--- src/rtl/timer_pkg.sv ---
// Shared types and register layout for the prescaled interval timer.
// Assumes a 32-bit register word and a 2-bit register address.
package timer_pkg;
    typedef enum logic [1:0] {
        MODE_ONESHOT  = 2'd0,
        MODE_PERIODIC = 2'd1,
        MODE_TOGGLE   = 2'd2,
        MODE_FREE     = 2'd3
    } tmr_mode_t;

    localparam int ADDR_CTRL   = 0;
    localparam int ADDR_CMP    = 1;
    localparam int ADDR_STAT   = 2;
    localparam int ADDR_MIRROR = 3;

    localparam int BIT_MODE_LO = 8;
    localparam int BIT_EN      = 10;
    localparam int BIT_IE      = 11;
    localparam int BIT_MIRROR  = 12;
    localparam int BIT_DBGRUN  = 13;
    localparam int BIT_SRST    = 14;
    localparam int BIT_ACTIVE  = 15;
endpackage

--- src/rtl/timer_prescaler.sv ---
// Clock divider: emits one advance pulse every (limit+1) cycles while run is high.
// Assumes limit may change at any time; a count at or above the limit wraps.
module timer_prescaler #(
    parameter int PRE_W = 8
) (
    input  logic             clk,
    input  logic             rst_n,
    input  logic             run,
    input  logic             clear,
    input  logic [PRE_W-1:0] limit,
    output logic             tick
);
    logic [PRE_W-1:0] pre_q;
    logic             at_limit;

    // Detect the end of one prescale period.
    always_comb begin
        at_limit = (pre_q >= limit);
        tick     = run && at_limit;
    end

    // Divider count: cleared on restart, advanced while running.
    always_ff @(posedge clk) begin
        if (!rst_n || clear)
            pre_q <= '0;
        else if (run)
            pre_q <= at_limit ? '0 : pre_q + 1'b1;
    end


    pre_hold_chk: assert property (@(posedge clk) disable iff (!rst_n)
        (!run && !clear) |=> $stable(pre_q));
endmodule

--- src/rtl/timer_counter.sv ---
// 24-bit up counter with compare, per-mode match action and toggle output.
// Assumes tick and clear come from the same clock domain; clear wins over tick.
module timer_counter
    import timer_pkg::*;
#(
    parameter int CNT_W = 24
) (
    input  logic             clk,
    input  logic             rst_n,
    input  logic             tick,
    input  logic             clear,
    input  tmr_mode_t        mode,
    input  logic [CNT_W-1:0] cmp,
    output logic [CNT_W-1:0] cnt,
    output logic [CNT_W-1:0] cnt_next,
    output logic             match,
    output logic             oneshot_stop,
    output logic             toggle_q
);
    logic [CNT_W-1:0] cnt_q;
    logic [CNT_W-1:0] cnt_inc;

    // Next counter value, match and one-shot stop request.
    always_comb begin
        cnt_inc      = cnt_q + 1'b1;
        match        = tick && (cnt_inc == cmp);
        oneshot_stop = match && (mode == MODE_ONESHOT);
        if (clear)
            cnt_next = '0;
        else if (match && mode != MODE_FREE)
            cnt_next = '0;
        else if (tick)
            cnt_next = cnt_inc;
        else
            cnt_next = cnt_q;
    end

    // Counter register.
    always_ff @(posedge clk) begin
        if (!rst_n)
            cnt_q <= '0;
        else
            cnt_q <= cnt_next;
    end

    // Toggle output flips on every match in toggle mode.
    always_ff @(posedge clk) begin
        if (!rst_n)
            toggle_q <= 1'b0;
        else if (match && mode == MODE_TOGGLE)
            toggle_q <= ~toggle_q;
    end

    assign cnt = cnt_q;


    cnt_hold_chk: assert property (@(posedge clk) disable iff (!rst_n)
        (!tick && !clear) |=> $stable(cnt_q));

    toggle_only_on_match_chk: assert property (@(posedge clk) disable iff (!rst_n)
        !(match && mode == MODE_TOGGLE) |=> $stable(toggle_q));

    match_restart_chk: assert property (@(posedge clk) disable iff (!rst_n)
        (match && mode != MODE_FREE) |=> (cnt_q == '0));
endmodule

--- src/rtl/timer_readmux.sv ---
// Combinational register read selection.
// Assumes all inputs are already zero-extended fields of the register word.
module timer_readmux #(
    parameter int AW    = 2,
    parameter int DW    = 32,
    parameter int CNT_W = 24
) (
    input  logic [AW-1:0]    rd_addr,
    input  logic [DW-1:0]    ctrl_word,
    input  logic [CNT_W-1:0] cmp,
    input  logic             flag,
    input  logic [CNT_W-1:0] mirror,
    output logic [DW-1:0]    rd_data
);
    // Select the addressed register.
    always_comb begin
        case (rd_addr)
            2'd0:    rd_data = ctrl_word;
            2'd1:    rd_data = DW'(cmp);
            2'd2:    rd_data = DW'(flag);
            default: rd_data = DW'(mirror);
        endcase
    end
endmodule

--- src/rtl/prog_timer.sv ---
// Prescaled interval timer top: register file, run gating and interrupt.
// Assumes one register write per cycle; compare values 0 and 1 are unsupported.
module prog_timer
    import timer_pkg::*;
#(
    parameter int PRE_W = 8,
    parameter int CNT_W = 24,
    parameter int DW    = 32,
    parameter int AW    = 2
) (
    input  logic          clk,
    input  logic          rst_n,
    input  logic          wr_en,
    input  logic [AW-1:0] wr_addr,
    input  logic [DW-1:0] wr_data,
    input  logic [AW-1:0] rd_addr,
    output logic [DW-1:0] rd_data,
    input  logic          dbg_halt,
    output logic          toggle_out,
    output logic          irq
);
    localparam int CTRL_PAD = DW - BIT_ACTIVE - 1;

    logic [PRE_W-1:0] prescale_q;
    tmr_mode_t        mode_q;
    logic             enable_q, irq_en_q, mirror_en_q, dbg_run_q;
    logic [CNT_W-1:0] cmp_q, mirror_q;
    logic             flag_q;

    logic             wr_ctrl, wr_cmp, wr_stat;
    logic             run, soft_rst, restart, tick;
    logic [CNT_W-1:0] cnt, cnt_next;
    logic             match, oneshot_stop;
    logic [DW-1:0]    ctrl_word;

    // Write decode, run gating and restart sources.
    always_comb begin
        wr_ctrl  = wr_en && (wr_addr == AW'(ADDR_CTRL));
        wr_cmp   = wr_en && (wr_addr == AW'(ADDR_CMP));
        wr_stat  = wr_en && (wr_addr == AW'(ADDR_STAT));
        run      = enable_q && !(dbg_halt && !dbg_run_q);
        soft_rst = wr_ctrl && wr_data[BIT_SRST] && enable_q;
        restart  = soft_rst || (wr_cmp && mode_q != MODE_FREE);
    end

    timer_prescaler #(.PRE_W(PRE_W)) u_pre (
        .clk(clk), .rst_n(rst_n), .run(run), .clear(restart),
        .limit(prescale_q), .tick(tick)
    );

    timer_counter #(.CNT_W(CNT_W)) u_cnt (
        .clk(clk), .rst_n(rst_n), .tick(tick), .clear(restart),
        .mode(mode_q), .cmp(cmp_q), .cnt(cnt), .cnt_next(cnt_next),
        .match(match), .oneshot_stop(oneshot_stop), .toggle_q(toggle_out)
    );

    // Control fields; a one-shot match or soft reset drops the enable.
    always_ff @(posedge clk) begin
        if (!rst_n) begin
            prescale_q  <= '0;
            mode_q      <= MODE_ONESHOT;
            enable_q    <= 1'b0;
            irq_en_q    <= 1'b0;
            mirror_en_q <= 1'b0;
            dbg_run_q   <= 1'b0;
        end else if (wr_ctrl) begin
            prescale_q  <= wr_data[PRE_W-1:0];
            mode_q      <= tmr_mode_t'(wr_data[BIT_MODE_LO +: 2]);
            enable_q    <= wr_data[BIT_EN] && !soft_rst;
            irq_en_q    <= wr_data[BIT_IE];
            mirror_en_q <= wr_data[BIT_MIRROR];
            dbg_run_q   <= wr_data[BIT_DBGRUN];
        end else if (oneshot_stop) begin
            enable_q    <= 1'b0;
        end
    end

    // Compare value register.
    always_ff @(posedge clk) begin
        if (!rst_n)
            cmp_q <= '0;
        else if (wr_cmp)
            cmp_q <= wr_data[CNT_W-1:0];
    end

    // Sticky match flag, cleared by writing one; a match wins.
    always_ff @(posedge clk) begin
        if (!rst_n)
            flag_q <= 1'b0;
        else if (match)
            flag_q <= 1'b1;
        else if (wr_stat && wr_data[0])
            flag_q <= 1'b0;
    end

    // Data mirror follows the counter only while enabled.
    always_ff @(posedge clk) begin
        if (!rst_n)
            mirror_q <= '0;
        else if (mirror_en_q)
            mirror_q <= cnt_next;
    end

    // Assemble the control read word and the interrupt line.
    always_comb begin
        ctrl_word = {{CTRL_PAD{1'b0}}, enable_q, 1'b0, dbg_run_q, mirror_en_q,
                     irq_en_q, enable_q, mode_q, {(BIT_MODE_LO-PRE_W){1'b0}}, prescale_q};
        irq       = flag_q && irq_en_q;
    end

    timer_readmux #(.AW(AW), .DW(DW), .CNT_W(CNT_W)) u_rd (
        .rd_addr(rd_addr), .ctrl_word(ctrl_word), .cmp(cmp_q),
        .flag(flag_q), .mirror(mirror_q), .rd_data(rd_data)
    );


    flag_sticky_chk: assert property (@(posedge clk) disable iff (!rst_n)
        (flag_q && !(wr_stat && wr_data[0])) |=> flag_q);

    oneshot_stop_chk: assert property (@(posedge clk) disable iff (!rst_n)
        (match && mode_q == MODE_ONESHOT && !wr_ctrl) |=> !enable_q);

    srst_stop_chk: assert property (@(posedge clk) disable iff (!rst_n)
        soft_rst |=> (!enable_q && cnt == '0));
endmodule

--- config.mk ---
export PLATFORM = sky130hd
export DESIGN_NAME = prog_timer
export DESIGN_NICKNAME = d
export VERILOG_FILES = /design/src/rtl/timer_pkg.sv /design/src/rtl/timer_prescaler.sv /design/src/rtl/timer_counter.sv /design/src/rtl/timer_readmux.sv /design/src/rtl/prog_timer.sv
export SDC_FILE = /design/constraint.sdc
export NUM_CORES = 1
export LEC_CHECK = 0
export ABC_AREA = 1
export BUFFER_PORTS_ARGS = -buffer_cell sky130_fd_sc_hd__buf_2
export CAP_MARGIN = 15
export CORE_ASPECT_RATIO = 2
export CORE_MARGIN = 8
export CORE_UTILIZATION = 46
export DETAILED_ROUTE_END_ITERATION = 8
export PLACE_DENSITY = 0.65
export SYNTH_ARGS = -nofsm -noshare
export SYNTH_HDL_FRONTEND = slang
export SYNTH_SLANG_ARGS = --single-unit
--- constraint.sdc ---
create_clock -name clk -period 2.33 [get_ports clk]
set_input_delay 0.1165 -clock clk [delete_from_list [all_inputs] [get_ports clk]]
set_output_delay 0.1165 -clock clk [all_outputs]
set_load 0.03 [all_outputs]
==> out/qor.txt, run 1 <==
area leader, netlist: dfxtp_1
# setup viols final: 44
n_diodes: 0
Hold/Removal Path Class: input pin to register
FF-to-FF path depth: 14
Worst Setup Start Kind: register
register bit total from synthesis: 96
gr usage total: 22.60%
commonest non-fill, non-tap cell in the layout: nand2_1
Worst EP required: 2.55 ns
largest net degree at the start of global routing: 38
total power: 4.089 mW
Final HPWL DP: 13810 um
layout cells sized above 1: 28.25%
Worst Max-Slew Pin Slew: 0.9070 ns
worst vdd ir: 0.4233 mV
DRT Pass-1 Iters: 5
hold path cells: 3
Crit Path Category: register to register
crit path DAT: 2.67 ns
Max-cap violations: 0
RSZ-0062 raised after global routing: yes
RR Startpoint: u_cnt.cnt[6]
initial antenna violation count: 0
Synth cell types: 41
H-tree depth: 3
Post-Syn Area: 5973 um^2
Die H: 177.2 um
top area cells in the synthesized netlist: dfxtp_1 32%, nand2_1 13%, o21ai_0 7.6%
Nets: 1054
crit path max fanout: 7
Peak Freq: 409.1 MHz
drt wl/cell: 16.52 um
Layout area overhead: 26.79%
post-route setup slack: -0.1141 ns
Initial Util: 46.50%
hold wc startpoint: wr_data[8]
DRT iter0 DRCs: 437
relative slew slack: 39.46%
vias per cell: 5.419
IO Pins: 74
Routed Antenna Nets: 0
Port-buffer cells: 57
Clock Tree Buf Depth: 2
vias in the first global route: 6049
skew final: 0.01137 ns
final count of hold timing violations: 0
CTS tree: yes
first-pass GRT wire length: 30000 um
Inserted Clock Buffers: 9
most frequent cells in the layout: 187 x nand2_1, 91 x o21ai_0, 89 x inv_1
Synth Warn #: 0
Slew Limit Fails: 0
critical path endpoint category: register
root buf cell: clkbuf_16
violated checks: setup timing
gr ovfl total: 0
row count: 59
via count: 6291
Die ar.: 17110 um^2
hold buffers post-CTS: 0
Power Dens Cells: 539.9 nW/um^2
later-pin clock latency in the skew report: 0.35 ns
Die X: 96.58 um
clock sink total: 96
cell leakage power: 3.302 nW
sequential-to-total area share from yosys stat: 32.17%
minimum clock period: 2.444 ns
Crit. Startpoint: u_cnt.cnt[6]
outcome: complete, but fails checks
number of fillers in the final layout: 1247
final wirelength: 19180 um
Final GP Congestion: 0.9360
Syn Inst Count: 887
DRC violations left: 0
Tcrit/Tclk final: 104.9%
Mean Syn Cell Area: 6.734 um^2
DP Worst Slack: -0.06409 ns
clk slew on worst S/H paths: 0.07 ns
share of the synthesized area in the top cell type: 32.17%
Core Footprint: 12840 um^2
==> state kept, by name, indices dropped and copies added (netlist names) <==
name / cells
irq_en_q: 1
cmp_q: 24
u_cnt.toggle_q: 1
mode_q: 2
prescale_q: 8
u_cnt.cnt: 24
dbg_run_q: 1
flag_q: 1
mirror_q: 24
u_pre.pre_q: 8
mirror_en_q: 1
enable_q: 1
==> final timing paths <==
path	endpoint	slack, ns
worst max-delay path	mirror_q[17]	-0.11
worst min-delay path	mode_q[0]	0.009
worst max register to register	mirror_q[17]	-0.11
worst min register to register	prescale_q[6]	0.48
==> metal layers <==
| metal | wire (um) | global-route usage [%] |
|---|---|---|
| met4 | 1009 | 13.41 |
| met5 | 0 | 0 |
| met3 | 779 | 2.975 |
| met1 | 7720 | 26.41 |
| met2 | 9668 | 37.58 |
==> report_power, final <==
part           internal (mW)  switching (mW)  total [mW]
clock                   1.06           0.664        1.72
combinational          0.216           0.390       0.605
sequential              1.71          0.0565        1.76
total                   2.98            1.11        4.09
==> worst max-delay path, stage by stage, from the launching register on <==
cell and delay (ns):
dfxtp_2 0.39, nand2_1 0.13, nor2_4 0.22, buf_4 0.16
nand3_4 0.10, xnor3_1 0.27, nand2_1 0.07, nor2_2 0.15
nand2_2 0.09, nor2_4 0.15, nand4_4 0.15, buf_12 0.17
buf_16 0.15, nand2_4 0.06, a21oi_2 0.04
==> synthesized netlist by cell type <==
cell / number
conb_1: 1
nand4_4: 1
and2_1: 2
nand2_2: 7
a21oi_2: 20
o21ai_0: 91
a211oi_1: 5
nand2_4: 21
ha_1: 10
o21a_1: 1
clkbuf_2: 2
nand3b_1: 1
xnor2_1: 1
or2_2: 1
nand4_1: 15
nor2_2: 4
dfxtp_1: 96
xnor3_1: 3
a21oi_1: 56
a31oi_1: 7
nor2_8: 1
o2111ai_1: 1
buf_12: 2
nand2_1: 207
nor3b_1: 2
xor2_1: 6
buf_1: 4
nand3b_2: 1
buf_4: 9
o211ai_1: 14
o21ai_1: 1
nand3_2: 4
clkbuf_1: 27
nor2_1: 91
nand3_1: 69
nor3_1: 1
inv_1: 90
clkinv_1: 2
nor2_4: 7
inv_2: 2
a21boi_0: 1
==> per-stage QoR <==
stage / std cells / hold WS, ns / utilization [%] / TNS, ns / cell area (um^2)
after floorplan: 894 / 0.2514 / - / 0 / 6000
after global placement: 1123 / 0.3620 / 52.73 / -1.130 / 6773
after detailed placement: 1123 / 0.3700 / 52.73 / -1.418 / 6773
after CTS: 1155 / 0.003825 / 57.63 / -0.2646 / 7402
after global routing: 1161 / 0.04511 / 58.96 / -7.890 / 7574
final: 1161 / 0.009422 / 58.96 / -2.062 / 7574
==> what timing repair did <==
item                                    4_1_cts  5_1_grt
endpoints found under the setup margin       47       51
resized for setup                            41       37
endpoints found under the hold margin         0        0
setup buffers                                16        7
pin swaps                                     2       12
gates cloned                                  1        0
==> final cells by class <==
cell class | count | area [um^2] | area share (%)
tap | 152 | 190.2 | 2.511
clock inverter | 6 | 115.1 | 1.520
clock buffer | 10 | 229.0 | 3.023
timing repair buffer | 143 | 1036 | 13.68
multi-input combinational | 660 | 3707 | 48.95
inverter | 94 | 355.3 | 4.692
sequential | 96 | 1941 | 25.62
==> logic make-up (layout without fill, tap and decap cells) <==
| family | Yosys count | after routing | share of synthesized area, % |
|---|---|---|---|
| adders and majority gates | 10 | 10 | 2.095 |
| buffers and inverters | 138 | 253 | 9.824 |
| DFF | 96 | 96 | 32.17 |
| AOI/OAI and AO/OA | 197 | 197 | 18.85 |
| other | 1 | 8 | 0.06278 |
| xor gates and xnor gates | 10 | 10 | 2.157 |
| and+or+nand+nor | 435 | 435 | 34.83 |
Power figures use the tool's default switching activity.
==> run 2: changes to the inputs <==
--- a/config.mk
+++ b/config.mk
@@ -9,7 +9,7 @@
 export BUFFER_PORTS_ARGS = -buffer_cell sky130_fd_sc_hd__buf_2
 export CAP_MARGIN = 15
 export CORE_ASPECT_RATIO = 2
-export CORE_MARGIN = 8
+export CORE_MARGIN = 5
 export CORE_UTILIZATION = 46
 export DETAILED_ROUTE_END_ITERATION = 8
 export PLACE_DENSITY = 0.65
==> out/qor.txt, run 2 (same netlist as run 1, synthesis figures left out) <==
number of fillers in the final layout: 1272 (+2.0%)
violated checks: setup timing
worst path cell trace: ha_4 -> buf_4 -> nand3_2 -> nor2_1 -> buf_4 -> nand2_1 -> nand2_1 -> nand2_1 -> nand3_1 -> nor2_2 -> nand3_2 -> nor2_4 -> nand4_4 -> buf_12 -> nand2_4 -> nor2_1
cell leakage power: 3.397 nW (+2.9%)
Final HPWL DP: 14570 um (+5.5%)
Switch Pwr: 1.112 mW (+0.11%)
critical path endpoint category: register
CTS tree: yes
setup TNS: -2.459 ns (-0.3972 ns)
# setup viols final: 48 (+9.1%)
most frequent cells in the layout: 180 x nand2_1, 91 x o21ai_0, 90 x inv_1
vias per cell: 5.387 (-0.58%)
DR WL met2: 10670 um (+10%)
drt wl/cell: 16.30 um (-1.3%)
Final GP Congestion: 0.9759 (+4.3%)
dpl cell area: 6918 um^2 (+2.1%)
crit path DAT: 2.62 ns (-0.05 ns)
Crit. Startpoint: u_cnt.cnt[1]
DRC violations left: 0 (unchanged)
final wirelength: 19150 um (-0.16%)
row count: 59 (unchanged)
initial antenna violation count: 0 (unchanged)
DRT Pass-1 Iters: 5 (unchanged)
clock sink total: 96 (unchanged)
Tcrit/Tclk final: 102.8% (-2.1 points)
final count of hold timing violations: 0 (unchanged)
Worst EP required: 2.55 ns (about the same)
Die ar.: 15500 um^2 (-9.4%)
cell mode on critical path: nand2_1
minimum clock period: 2.395 ns (-0.04891 ns)
Routed Antenna Nets: 0 (unchanged)
capturing point of the worst reg2reg path: u_cnt.cnt[14]
Clock Tree Buf Depth: 2 (unchanged)
root buf cell: clkbuf_16
Max-cap violations: 0 (unchanged)
gr usage total: 24.62% (+2.0 points)
vias in the first global route: 6198 (+2.5%)
via count: 6330 (+0.62%)
met1 wire length: 6767 um (-12%)
FF-to-FF path depth: 16 (+2)
H-tree depth: 3 (unchanged)
Worst Max-Slew Pin Slew: 1.012 ns (+0.1045 ns)
Die X: 90.58 um (-6.2%)
Slew Limit Fails: 0 (unchanged)
design area: 7666 um^2 (+1.2%)
DR WL met3: 759 um (-2.6%)
Crit Path Category: register to register
Nets: 1068 (+1.3%)
RSZ-0062 raised after global routing: yes
first-pass GRT wire length: 30220 um (+0.71%)
post-route setup slack: -0.06523 ns (+0.04891 ns)
Peak Freq: 417.5 MHz (+2.0%)
relative slew slack: 32.49% (-7.0 points)
Power Dens Cells: 514.4 nW/um^2 (-4.7%)
Sw Ratio: 28.19% (+1.0 points)
gr ovfl total: 0 (unchanged)
hold wc startpoint: wr_data[8]
Hold/Removal Path Class: input pin to register
layout cells sized above 1: 29.33% (+1.1 points)
DRT iter0 DRCs: 350 (-20%)
total power: 3.944 mW (-3.6%)
IO Pins: 74 (unchanged)
largest net degree at the start of global routing: 32 (-16%)
max incr delay on CP: 0.37 ns (-0.02 ns)
max layer used: met4
Die H: 171.2 um (-3.4%)
Seq pwr share: 44.6% (+1.5 points)
Port-buffer cells: 57 (unchanged)
Clk pwr share: 39.4% (-2.7 points)
clk slew on worst S/H paths: 0.07 ns (about the same)
n_diodes: 0 (unchanged)
outcome: complete, but fails checks
R2R setup slack: -0.07 ns (+0.05 ns)
Layout area overhead: 28.34%
utilization after layout: 59.34% (+0.38 points)
commonest non-fill, non-tap cell in the layout: nand2_1
Initial Util: 46.24% (-0.27 points)
share of total power in combinational logic: 16.1% (+1.3 points)
Worst Setup Start Kind: register
Inserted Clock Buffers: 9 (unchanged)
later-pin clock latency in the skew report: 0.35 ns (about the same)
Core Footprint: 12920 um^2 (+0.57%)
skew final: 0.007509 ns (-0.003863 ns)
WP buf/inv: 3 (unchanged)
cell family with most CP delay: simple AND/OR/NAND/NOR gates
RR Startpoint: u_cnt.cnt[1]
crit path max fanout: 10 (+3)
worst vdd ir: 0.3886 mV (-8.2%)
hold worst-path end: mode_q[0]
hold path cells: 3 (unchanged)
slowest cell on the critical path: dfxtp_4
DP Worst Slack: -0.1799 ns (-0.1159 ns)
Int Pwr: 2.832 mW (-4.9%)
run 2: cell types whose count changed in the layout (fill, tap and decap cells not counted), sizes merged:
cell         previous run  this run
buf                   143       156
bufinv                  3         1
clkbuf                 10        12
dlygate4sd3             0         1
run 2: cell type report:
type / instances / area, um^2 / area share, %
flip-flops and latches: 96 / 1939 / 25.30
inverters: 94 / 352.8 / 4.603
well taps: 152 / 190.2 / 2.481
multi-input cells: 660 / 3745 / 48.85
repair buffers: 157 / 1131 / 14.75
clock buffers: 12 / 256.5 / 3.346
clock inverters: 4 / 51.30 / 0.6692
run 2: worst max path at each step:
| stage | end | cells past startpoint | slack (ns) |
|---|---|---|---|
| after global routing | mirror_q[6] | 16 | -0.17 |
| after floorplan | mirror_q[14] | 14 | 0.14 |
| after CTS | mirror_q[23] | 16 | -0.06 |
| after global placement | u_cnt.cnt[9] | 15 | -0.1 |
| after detailed placement | u_cnt.cnt[10] | 15 | -0.18 |
| final | u_cnt.cnt[14] | 16 | -0.07 |
run 2: metrics by stage:
step,instances,hold WS [ns]
floorplan,894,0.2514
global placement,1144,0.3556
detailed placement,1144,0.3674
CTS,1171,0.01192
global route,1175,0.01752
finish,1175,0.02770
run 2: timing repair:
| item | 4_1_cts | 5_1_grt |
|---|---|---|
| hold buffers | 1 | 0 |
| resized for setup | 57 | 32 |
| setup buffers | 9 | 4 |
| hold endpoints to repair | 1 | 0 |
| pin swaps | 30 | 16 |
| cloned | 1 | 0 |
| setup endpoints to repair | 48 | 51 |
run 2: worst register-to-register path: stages, from the launching register on:
cell	delay [ns]
dfxtp_4	0.37
ha_4	0.17
buf_4	0.13
nand3_2	0.09
nor2_1	0.05
buf_4	0.16
nand2_1	0.09
nand2_1	0.10
nand2_1	0.07
nand3_1	0.10
nor2_2	0.17
nand3_2	0.10
nor2_4	0.12
nand4_4	0.21
buf_12	0.24
nand2_4	0.07
nor2_1	0.04
run 2: per-layer routing:
layer  track usage [%]  vias up
met4             13.61        0
met1             24.09     2947
met3             3.740       54
met2             48.05      179
li1                  -     3150
met5                 0        -
run 2: power by group through the flow:
stage / combinational [mW] / clock, mW / sequential (mW)
finish: 0.633 / 1.55 / 1.76
detailed placement: 0.596 / 0 / 1.80
global route: 0.693 / 1.65 / 1.77
global placement: 0.592 / 0 / 1.79
CTS: 0.617 / 1.58 / 1.76
floorplan: 0.402 / 0 / 1.78
==> run 3: changes to the inputs <==
==> constraint.sdc (replaced) <==
create_clock -name clk -period 2.33 [get_ports clk]
set_input_delay 0.466 -clock clk [delete_from_list [all_inputs] [get_ports clk]]
set_output_delay 0.466 -clock clk [all_outputs]
set_load 0.03 [all_outputs]
==> out/qor.txt, run 3 (same netlist as run 1, synthesis figures left out) <==
Routed Antenna Nets: 0 (unchanged)
hold path cells: 3 (unchanged)
first-pass GRT wire length: 29840 um (-1.2%)
final wirelength: 19290 um (+0.75%)
design area: 7784 um^2 (+1.5%)
vias in the first global route: 6039 (-2.6%)
post-route setup slack: -0.1389 ns (-0.07369 ns)
root buf cell: clkbuf_16
WHS: 0.3580 ns (+0.3303 ns)
initial antenna violation count: 0 (unchanged)
hold wc startpoint: wr_data[11]
Die X: 90.58 um (unchanged)
worst path cell trace: ha_4 -> nand2_4 -> nor2_4 -> buf_12 -> buf_6 -> nand3_4 -> buf_6 -> nand2_2 -> nand2_2 -> nand2_1 -> inv_1 -> nand3_2 -> nor2_4 -> nand2_4 -> nor2_4 -> nand4_4 -> buf_12 -> buf_12 -> nand2_4 -> a21oi_2
final count of hold timing violations: 0 (unchanged)
most frequent cells in the layout: 184 x nand2_1, 98 x buf_4, 91 x o21ai_0
Core Footprint: 12920 um^2 (unchanged)
Tcrit/Tclk final: 106.0% (+3.2 points)
CTS tree: yes
hold worst-path end: irq_en_q
later-pin clock latency in the skew report: 0.35 ns (about the same)
Clock Tree Buf Depth: 2 (unchanged)
Hold/Removal Path Class: input pin to register
clk slew on worst S/H paths: 0.07 ns (about the same)
commonest non-fill, non-tap cell in the layout: nand2_1
Worst Max-Slew Pin Slew: 0.6505 ns (-0.3611 ns)
critical path endpoint category: register
IO Pins: 74 (unchanged)
Layout area overhead: 30.31%
relative slew slack: 56.59% (+24 points)
outcome: complete, but fails checks
FF-to-FF path depth: 20 (+4)
vias per cell: 5.383 (about the same)
# setup viols final: 44 (-8.3%)
capturing point of the worst reg2reg path: mirror_q[23]
skew final: 0.008669 ns (+0.001160 ns)
n_diodes: 0 (unchanged)
H-tree depth: 3 (unchanged)
Slew Limit Fails: 0 (unchanged)
Nets: 1079 (+1.0%)
WP buf/inv: 6 (+3)
row count: 59 (unchanged)
Final HPWL DP: 14310 um (-1.8%)
Worst EP required: 2.56 ns (about the same)
Peak Freq: 405.0 MHz (-3.0%)
DRT Pass-1 Iters: 5 (unchanged)
gr usage total: 24.36% (-0.26 points)
cell family with most CP delay: simple AND/OR/NAND/NOR gates
RR Startpoint: u_cnt.cnt[1]
RSZ-0062 raised after global routing: yes
Worst Setup Start Kind: register
DRC violations left: 0 (unchanged)
slowest cell on the critical path: dfxtp_4
total power: 4.038 mW (+2.4%)
drt wl/cell: 16.28 um (-0.10%)
DP Worst Slack: -0.2242 ns (-0.04425 ns)
Initial Util: 46.24% (unchanged)
minimum clock period: 2.469 ns (+0.07369 ns)
Max-cap violations: 0 (unchanged)
cell leakage power: 3.433 nW (+1.1%)
Power Dens Cells: 518.8 nW/um^2 (+0.86%)
Die ar.: 15500 um^2 (unchanged)
Crit Path Category: register to register
R2R setup slack: -0.14 ns (-0.07 ns)
via count: 6379 (+0.77%)
dpl cell area: 7015 um^2 (+1.4%)
Final GP Congestion: 0.9547 (-2.2%)
worst vdd ir: 0.4017 mV (+3.4%)
gr ovfl total: 0 (unchanged)
layout cells sized above 1: 30.40% (+1.1 points)
hold buffers post-CTS: 0 (-1)
Port-buffer cells: 57 (unchanged)
DRT iter0 DRCs: 348 (-0.57%)
Die H: 171.2 um (unchanged)
violated checks: setup timing
max incr delay on CP: 0.37 ns (about the same)
Inserted Clock Buffers: 9 (unchanged)
utilization after layout: 60.25% (+0.91 points)
largest net degree at the start of global routing: 42 (+31%)
clock sink total: 96 (unchanged)
crit path DAT: 2.70 ns (+0.08 ns)
crit path max fanout: 7 (-3)
==> run 3: cell types whose count changed in the layout (fill, tap and decap cells not counted), sizes merged <==
cell / change
buf: +12
clkbuf: -3
bufinv: +1
dlygate4sd3: -1
inv: +1
==> run 3: worst register-to-register path: cells and delay by family (launching register included) <==
kind            cells  cell delay (ns)
flops               1             0.37
fa+ha+maj           1             0.17
compound gates      1             0.05
simple gates       12             1.01
buf+inv             6             0.73
==> run 3: worst max-delay path by stage <==
stage                               to  slack, ns          from  depth (start not counted)
after floorplan           mirror_q[14]       0.14  u_cnt.cnt[0]                         14
after global placement     mirror_q[9]      -0.15  u_cnt.cnt[0]                         15
after detailed placement   mirror_q[9]      -0.22  u_cnt.cnt[0]                         15
after CTS                 mirror_q[23]      -0.08  u_cnt.cnt[1]                         18
after global routing      mirror_q[23]      -0.22  u_cnt.cnt[1]                         16
final                     mirror_q[23]      -0.14  u_cnt.cnt[1]                         20
==> run 3: metal layers <==
| layer | vias to the layer above | global-route usage (%) | part of all wire [%] | routed length (um) |
|---|---|---|---|---|
| met4 | 0 | 12.44 | 5.1 | 990 |
| met2 | 155 | 47.33 | 55 | 10700 |
| li1 | 3176 | - | - | - |
| met5 | - | 0 | 0 | 0 |
| met3 | 59 | 2.948 | 3.4 | 664 |
| met1 | 2989 | 24.93 | 36 | 6938 |
==> run 3: metrics by stage <==
step / setup TNS, ns / cells
after floorplan: 0 / 894
after global placement: -4.413 / 1157
after detailed placement: -7.891 / 1157
after CTS: -2.404 / 1184
after global routing: -9.299 / 1185
final: -4.407 / 1185
==> run 3: repair_timing <==
| action | 4_1_cts | 5_1_grt |
|---|---|---|
| pin swaps | 16 | 31 |
| buffers inserted | 11 | 3 |
| gates cloned | 2 | 0 |
| setup endpoints to repair | 50 | 51 |
| gates resized for setup | 39 | 52 |
==> run 3: where the power goes <==
group / switching (mW) / total, mW / internal [mW] / leakage (nW)
combinational: 0.404 / 0.645 / 0.241 / 2.49
sequential: 0.0507 / 1.76 / 1.70 / 0.787
clock: 0.693 / 1.64 / 0.946 / 0.154
total: 1.15 / 4.04 / 2.89 / 3.43
==> run 3: final cells by class <==
class,instances,area (um^2)
fillers,1213,5135
multi-input cells,660,3744
flip-flops and latches,96,1943
repair buffers,168,1236
inverters,94,352.8
clock buffers,9,225.2
well taps,152,190.2
clock inverters,6,92.59
